$ cat config.mk
export PLATFORM = sky130hd
export DESIGN_NAME = nic_cmd_ctrl
export DESIGN_NICKNAME = d
export VERILOG_FILES = /design/src/rtl/nic_cmd_pkg.sv /design/src/rtl/nic_cmd_decode.sv /design/src/rtl/nic_cmd_state.sv /design/src/rtl/nic_cmd_ctrl.sv
export SDC_FILE = /design/constraint.sdc
export NUM_CORES = 1
export LEC_CHECK = 0
export ABC_AREA = 1
export ABC_CLOCK_PERIOD_IN_PS = 1600
export BUFFER_PORTS_ARGS = -buffer_cell sky130_fd_sc_hd__buf_2
export CAP_MARGIN = 10
export CORE_MARGIN = 2
export CORE_UTILIZATION = 49
export CTS_CLUSTER_SIZE = 28
export DETAILED_ROUTE_END_ITERATION = 12
export HOLD_SLACK_MARGIN = 0.1
export MAX_ROUTING_LAYER = met4
export PLACE_DENSITY = 0.78
export SYNTH_ARGS = -nofsm -noshare
export SYNTH_HDL_FRONTEND = slang
export SYNTH_SLANG_ARGS = --single-unit
$ cat constraint.sdc
create_clock -name clk -period 1.6 [get_ports clk]
set_clock_uncertainty 0.15 [all_clocks]
set_input_delay 0 -clock clk [delete_from_list [all_inputs] [get_ports clk]]
set_output_delay 0 -clock clk [all_outputs]
set_load 0.01 [all_outputs]
$ cat src/rtl/nic_cmd_pkg.sv
package nic_cmd_pkg;
  localparam int OPC_W   = 5;
  localparam int ARG_W   = 11;
  localparam int WIN_W   = 3;
  localparam int CAUSE_W = 8;
  localparam int FILT_W  = 4;
  localparam int REQ_BIT = 6;

  localparam logic [OPC_W-1:0] OP_GRESET   = 5'd0;
  localparam logic [OPC_W-1:0] OP_WINDOW   = 5'd1;
  localparam logic [OPC_W-1:0] OP_RX_OFF   = 5'd3;
  localparam logic [OPC_W-1:0] OP_RX_ON    = 5'd4;
  localparam logic [OPC_W-1:0] OP_RX_RST   = 5'd5;
  localparam logic [OPC_W-1:0] OP_TX_ON    = 5'd9;
  localparam logic [OPC_W-1:0] OP_TX_OFF   = 5'd10;
  localparam logic [OPC_W-1:0] OP_TX_RST   = 5'd11;
  localparam logic [OPC_W-1:0] OP_REQ_INT  = 5'd12;
  localparam logic [OPC_W-1:0] OP_ACK      = 5'd13;
  localparam logic [OPC_W-1:0] OP_INT_MASK = 5'd14;
  localparam logic [OPC_W-1:0] OP_RD_MASK  = 5'd15;
  localparam logic [OPC_W-1:0] OP_FILTER   = 5'd16;

  typedef struct packed {
    logic gReset;
    logic winLoad;
    logic rxOn;
    logic rxOff;
    logic rxRst;
    logic txOn;
    logic txOff;
    logic txRst;
    logic reqInt;
    logic ack;
    logic intMaskLoad;
    logic rdMaskLoad;
    logic filtLoad;
    logic [ARG_W-1:0] arg;
  } strobe_t;
endpackage

$ cat src/rtl/nic_cmd_decode.sv
module nic_cmd_decode
  import nic_cmd_pkg::*;
#(
  parameter int RESET_CYCLES = 1000
) (
  input  logic                   clk,
  input  logic                   rstN,
  input  logic                   cmdValid,
  input  logic [OPC_W+ARG_W-1:0] cmdWord,
  output strobe_t                stb,
  output logic                   busy
);
  localparam int CNT_W = $clog2(RESET_CYCLES + 1);

  logic [CNT_W-1:0] busyCnt;
  logic [OPC_W-1:0] opc;
  logic             accept;
  logic             known;

  assign opc    = cmdWord[OPC_W+ARG_W-1:ARG_W];
  assign accept = cmdValid && !busy;
  assign busy   = (busyCnt != '0);

  always_comb begin
    stb     = '0;
    stb.arg = cmdWord[ARG_W-1:0];
    known   = 1'b1;
    case (opc)
      OP_GRESET:   stb.gReset      = accept;
      OP_WINDOW:   stb.winLoad     = accept;
      OP_RX_OFF:   stb.rxOff       = accept;
      OP_RX_ON:    stb.rxOn        = accept;
      OP_RX_RST:   stb.rxRst       = accept;
      OP_TX_ON:    stb.txOn        = accept;
      OP_TX_OFF:   stb.txOff       = accept;
      OP_TX_RST:   stb.txRst       = accept;
      OP_REQ_INT:  stb.reqInt      = accept;
      OP_ACK:      stb.ack         = accept;
      OP_INT_MASK: stb.intMaskLoad = accept;
      OP_RD_MASK:  stb.rdMaskLoad  = accept;
      OP_FILTER:   stb.filtLoad    = accept;
      default:     known           = 1'b0;
    endcase
  end

  always_ff @(posedge clk or negedge rstN) begin
    if (!rstN) begin
      busyCnt <= '0;
    end else if (accept && opc == OP_GRESET) begin
      busyCnt <= CNT_W'(RESET_CYCLES);
    end else if (accept && !known) begin
      busyCnt <= CNT_W'(1);
    end else if (busy) begin
      busyCnt <= busyCnt - CNT_W'(1);
    end
  end

  // a global reset raises the busy flag on the next cycle
  a_r11_reset_busy: assert property (@(posedge clk) disable iff (!rstN)
    stb.gReset |=> busy);

  // an accepted unknown opcode raises busy for one cycle
  a_r12_unknown_busy: assert property (@(posedge clk) disable iff (!rstN)
    (accept && !known) |=> busy);

  // no command strobe reaches the state while busy
  a_r12_busy_blocks: assert property (@(posedge clk) disable iff (!rstN)
    (busy && cmdValid) |=> $stable(busyCnt) || busyCnt == $past(busyCnt) - CNT_W'(1));
endmodule

$ cat src/rtl/nic_cmd_state.sv
module nic_cmd_state
  import nic_cmd_pkg::*;
(
  input  logic               clk,
  input  logic               rstN,
  input  strobe_t            stb,
  input  logic [CAUSE_W-1:0] causeIn,
  output logic [WIN_W-1:0]   window,
  output logic [CAUSE_W-1:0] latch,
  output logic [CAUSE_W-1:0] intMask,
  output logic [CAUSE_W-1:0] rdMask,
  output logic [FILT_W-1:0]  filter,
  output logic               rxEn,
  output logic               txEn,
  output logic               rxRstPulse,
  output logic               txRstPulse,
  output logic               gResetPulse
);
  logic [CAUSE_W-1:0] clrMask;
  logic [CAUSE_W-1:0] setMask;

  assign clrMask = (stb.ack || stb.gReset) ?
                   (stb.gReset ? {CAUSE_W{1'b1}} : stb.arg[CAUSE_W-1:0]) : '0;

  genvar gi;
  generate
    for (gi = 0; gi < CAUSE_W; gi++) begin : g_cause
      if (gi == REQ_BIT) begin : g_req
        assign setMask[gi] = causeIn[gi] | stb.reqInt;
      end else begin : g_plain
        assign setMask[gi] = causeIn[gi];
      end
      always_ff @(posedge clk or negedge rstN) begin
        if (!rstN)               latch[gi] <= 1'b0;
        else if (setMask[gi])    latch[gi] <= 1'b1;
        else if (clrMask[gi])    latch[gi] <= 1'b0;
      end
    end
  endgenerate

  always_ff @(posedge clk or negedge rstN) begin
    if (!rstN) begin
      window      <= '0;
      intMask     <= '0;
      rdMask      <= '1;
      filter      <= '0;
      rxEn        <= 1'b0;
      txEn        <= 1'b0;
      rxRstPulse  <= 1'b0;
      txRstPulse  <= 1'b0;
      gResetPulse <= 1'b0;
    end else begin
      rxRstPulse  <= stb.rxRst;
      txRstPulse  <= stb.txRst;
      gResetPulse <= stb.gReset;
      if (stb.gReset) begin
        window  <= '0;
        intMask <= '0;
        rdMask  <= '1;
        filter  <= '0;
        rxEn    <= 1'b0;
        txEn    <= 1'b0;
      end else begin
        if (stb.winLoad)     window  <= stb.arg[WIN_W-1:0];
        if (stb.intMaskLoad) intMask <= stb.arg[CAUSE_W-1:0];
        if (stb.rdMaskLoad)  rdMask  <= stb.arg[CAUSE_W-1:0];
        if (stb.filtLoad)    filter  <= stb.arg[FILT_W-1:0];
        if (stb.rxOn)                    rxEn <= 1'b1;
        else if (stb.rxOff || stb.rxRst) rxEn <= 1'b0;
        if (stb.txOn)                    txEn <= 1'b1;
        else if (stb.txOff || stb.txRst) txEn <= 1'b0;
      end
    end
  end

  // every pulsed cause is latched on the next cycle
  a_r3_cause_sets: assert property (@(posedge clk) disable iff (!rstN)
    (causeIn != '0) |=> ((latch & $past(causeIn)) == $past(causeIn)));

  // acknowledged bits without a simultaneous cause are clear afterwards
  a_r4_ack_clears: assert property (@(posedge clk) disable iff (!rstN)
    stb.ack |=> ((latch & $past(stb.arg[CAUSE_W-1:0] & ~causeIn)) == '0));

  // the host request command sets cause bit 6
  a_r9_req_sets: assert property (@(posedge clk) disable iff (!rstN)
    stb.reqInt |=> latch[REQ_BIT]);

  // the receiver reset pulse lasts one cycle
  a_r7_rx_pulse_single: assert property (@(posedge clk) disable iff (!rstN)
    (rxRstPulse && !stb.rxRst) |=> !rxRstPulse);

  // the window only moves on a select or a global reset
  a_r2_window_hold: assert property (@(posedge clk) disable iff (!rstN)
    (!stb.winLoad && !stb.gReset) |=> $stable(window));
endmodule

$ cat src/rtl/nic_cmd_ctrl.sv
module nic_cmd_ctrl
  import nic_cmd_pkg::*;
#(
  parameter int RESET_CYCLES = 1000
) (
  input  logic        clk,
  input  logic        rstN,
  input  logic        cmdValid,
  input  logic [15:0] cmdWord,
  input  logic [7:0]  causeIn,
  output logic [15:0] statusWord,
  output logic        intOut,
  output logic        rxEnabled,
  output logic        txEnabled,
  output logic        rxResetPulse,
  output logic        txResetPulse,
  output logic        globalResetPulse,
  output logic [3:0]  rxFilter
);
  strobe_t            stb;
  logic               busy;
  logic [WIN_W-1:0]   window;
  logic [CAUSE_W-1:0] latch;
  logic [CAUSE_W-1:0] intMask;
  logic [CAUSE_W-1:0] rdMask;

  nic_cmd_decode #(.RESET_CYCLES(RESET_CYCLES)) i_decode (
    .clk      (clk),
    .rstN     (rstN),
    .cmdValid (cmdValid),
    .cmdWord  (cmdWord),
    .stb      (stb),
    .busy     (busy)
  );

  nic_cmd_state i_state (
    .clk         (clk),
    .rstN        (rstN),
    .stb         (stb),
    .causeIn     (causeIn),
    .window      (window),
    .latch       (latch),
    .intMask     (intMask),
    .rdMask      (rdMask),
    .filter      (rxFilter),
    .rxEn        (rxEnabled),
    .txEn        (txEnabled),
    .rxRstPulse  (rxResetPulse),
    .txRstPulse  (txResetPulse),
    .gResetPulse (globalResetPulse)
  );

  assign statusWord = {window, busy, 4'b0000, latch & rdMask};
  assign intOut     = |(latch & intMask);
endmodule

==> run summary <==
Status: complete, but fails checks
Failing checks: negative setup slack
WS Path Type: flip-flop to flip-flop
Power per cell area: 768 mW/mm^2
Synth warn: 0
Rows: 25
Die Width: 75.4 um
EDFF count, synth: 0
Combinational group share of total power: 0.203
Final Cycle Share: 1.08
Post-synthesis compound-gate area fraction: 0.0862
Setup crit end kind: flip-flop
Largest family of logic cells by synthesized area: simple AND/OR/NAND/NOR gates
GRT Total Usage: 0.244
Synth-to-layout area growth: 42.1%
Clk Tree Root Cell: clkbuf_8
Via-to-Cell Ratio: 4.82
Ant diodes: 0
Required time worst endpoint: 1.65 ns
Synth Area in Simple Gates: 0.310
RSZ-0062 raised after global routing: true
Placer congestion estimate: 0.918
Async set-reset flop share out of synthesis: 1.00
Mux cell area share after synthesis: 0
Final setup margin: -0.123 ns
Tmin final: 1.72 ns
Max H-tree Level: 2
Slew HR: 0.520
Worst-Margin Slew: 0.720 ns
Synth Area in XOR/XNOR: 0.0175
Final setup viols: 37
Vias in the first global route: 2288
Max Slew Vio Count: 0
DRT Pass-1 Iters: 4
CTS Buffer Depth: 2
Die height: 75.4 um
Detailed-route wire length: 6470 um
Final nets: 456
Sequential-to-total area share from yosys stat: 0.465
First-pass GRT wire length: 10300 um
Synth Flop Type: dfrtp_1
Internal power: 1.98 mW
Hold Crit Class: input pin to flip-flop
Worst hold slack: 0.0503 ns
Clock network fraction of total power: 0.321
Switching power: 746 uW
# IOs: 53
Count of input and output buffers: 45
Multi-input logic area: 0.00121 mm^2
Critical path peak fanout: 4
Lkg Pwr: 1.89 nW
WL/cell: 13.1 um
CTS tree: built
Routed via count: 2387
Largest net degree at the start of global routing: 29
Initial antenna violation count: 0
Initial Util: 0.518
Register Area: 0.00116 mm^2
Clock latency on the worst-skew pair: 0.30 ns
Mapped cell area: 0.00250 mm^2
Critical Path Start Type: flip-flop
Post-synthesis cell type count: 26
Grt ovf: 0
Layout cells sized above 1: 0.334
Final core utilization: 0.736
Mean Syn Cell Area: 7.73 um^2
Clk slew on worst S/H paths: 0.09 ns
DRC: 0
Sequential fraction of design power: 0.476
Die area: 0.00568 mm^2
Worst vdd ir: 0.394 mV
Switching share of total power: 0.274
Core area: 0.00482 mm^2
Max Cap Viol: 0
Max Freq: 580 MHz
Final hold viol count: 0
Clock tree sinks: 46
CTS Buf Count: 5
Arr. time, crit path: 1.78 ns
FILL cells: 364
DR iter-0 viols: 140
Syn Inst Count: 323
Adder-cell share of the synthesized area: 0.0100
Seq cells post-synth: 46
Final ANT Viol Nets: 0
Final HPWL DP: 4100 um
-- cells in the mapped netlist (2+ instances only) --
| cell | instances | area (um^2) |
|---|---|---|
| nand2_1 | 102 | 383 |
| inv_1 | 56 | 210 |
| dfrtp_1 | 38 | 951 |
| nor2_1 | 31 | 116 |
| o21ai_0 | 23 | 115 |
| nand3_1 | 13 | 65.1 |
| dfstp_2 | 8 | 210 |
| nor2_4 | 8 | 90.1 |
| a21oi_1 | 7 | 35.0 |
| nand2_2 | 6 | 37.5 |
| buf_4 | 5 | 37.5 |
| xor2_1 | 5 | 43.8 |
| o21ai_2 | 3 | 26.3 |
| a221oi_1 | 2 | 17.5 |
| buf_6 | 2 | 22.5 |
| ha_1 | 2 | 25.0 |
| nand3_2 | 2 | 20.0 |
| nor3_1 | 2 | 10.0 |
-- power groups by stage --
stage	sequential [mW]	combinational (mW)	clock [mW]
6_report	1.30	0.554	0.874
5_1_grt	1.31	0.609	0.927
4_1_cts	1.30	0.526	0.884
3_5_place_dp	1.32	0.472	0
3_3_place_gp	1.31	0.469	0
2_1_floorplan	1.33	0.212	0
-- through the flow --
| step | total power [mW] | instances | worst slack [ns] | area, um^2 | setup TNS (ns) |
|---|---|---|---|---|---|
| 3_5_place_dp | 1.79 | 454 | -0.114 | 2980 | -1.79 |
| 2_1_floorplan | 1.54 | 326 | -0.0374 | 2520 | -0.265 |
| 5_1_grt | 2.84 | 495 | -0.221 | 3550 | -6.35 |
| 4_1_cts | 2.71 | 490 | -0.0981 | 3380 | -2.48 |
| 3_3_place_gp | 1.78 | 454 | -0.0510 | 2980 | -0.405 |
| 6_report | 2.72 | 495 | -0.123 | 3550 | -2.59 |
-- critical path: stages (launching register included) --
cell and delay [ns]:
dfrtp_1 0.40, inv_2 0.08, ha_4 0.14, inv_2 0.03
nor2_2 0.08, nand3_2 0.12, nor2_4 0.22, buf_4 0.14
buf_6 0.09, nand3_4 0.06, nand2_2 0.08, nor2_2 0.03
-- metal layers --
metal	vias up	global-route usage	part of all wire
li1	1184	-	-
met1	1113	0.314	0.44
met2	77	0.385	0.49
met3	13	0.0384	0.047
met4	0	0.105	0.021
met5	-	-	0
-- worst paths after layout --
check	startpoint	cells after the start	slack [ns]	endpoint
worst max-delay path	i_decode.busyCnt[0]	11	-0.12	i_decode.busyCnt[1]
worst min register to register	i_state.rdMask[7]	2	0.33	i_state.rdMask[7]
worst max register to register	i_decode.busyCnt[0]	11	-0.12	i_decode.busyCnt[1]
min in group asynchronous	rstN	2	0.13	i_state.rdMask[1]
worst min-delay path	cmdWord[13]	5	0.05	i_state.rxRstPulse
max in group asynchronous	rstN	3	0.39	i_state.latch[4]
-- state kept, by name (all words and copies together) (netlist names) --
name	cells
i_state.txEn	1
i_state.gResetPulse	1
i_state.latch	8
i_state.rxRstPulse	1
i_state.rxEn	1
i_state.intMask	8
i_state.filter	4
i_decode.busyCnt	10
i_state.txRstPulse	1
i_state.rdMask	8
i_state.window	3
-- cells in the final DEF, fill, tap and decap left out, types with 6 or more instances in the layout --
cell type | synthesis | final
dfrtp_1 | 38 | 38
dlygate4sd3_1 | 0 | 26
a21oi_1 | 7 | 6
buf_4 | 5 | 22
nand2_2 | 6 | 13
nor2_4 | 8 | 9
dfstp_2 | 8 | 8
nand3_1 | 13 | 10
nand2_1 | 102 | 94
o21ai_0 | 23 | 6
nor2_1 | 31 | 28
buf_2 | 0 | 45
o21ai_2 | 3 | 9
o21ai_1 | 1 | 11
inv_1 | 56 | 51
-- cells by family after synthesis --
logic type / Yosys count
buf+inv: 64
compound gates: 37
xor+xnor: 5
other cells: 1
flops: 46
fa+ha+maj: 2
simple gates: 168
-- repair_timing --
item	4_1_cts	5_1_grt
hold buffers	26	1
setup endpoints to repair	39	57
setup buffers	2	4
hold endpoints to repair	85	9
gates resized for setup	14	41
pin swaps	2	15
-- area by class of cell --
class / instances / area share
multi-input combinational: 216 / 0.340
clock buffer: 6 / 0.0205
inverter: 57 / 0.0610
clock inverter: 2 / 0.0106
sequential: 46 / 0.327
tap: 67 / 0.0236
timing repair buffer: 101 / 0.217
No activity file was read; power rests on OpenSTA's default activity.
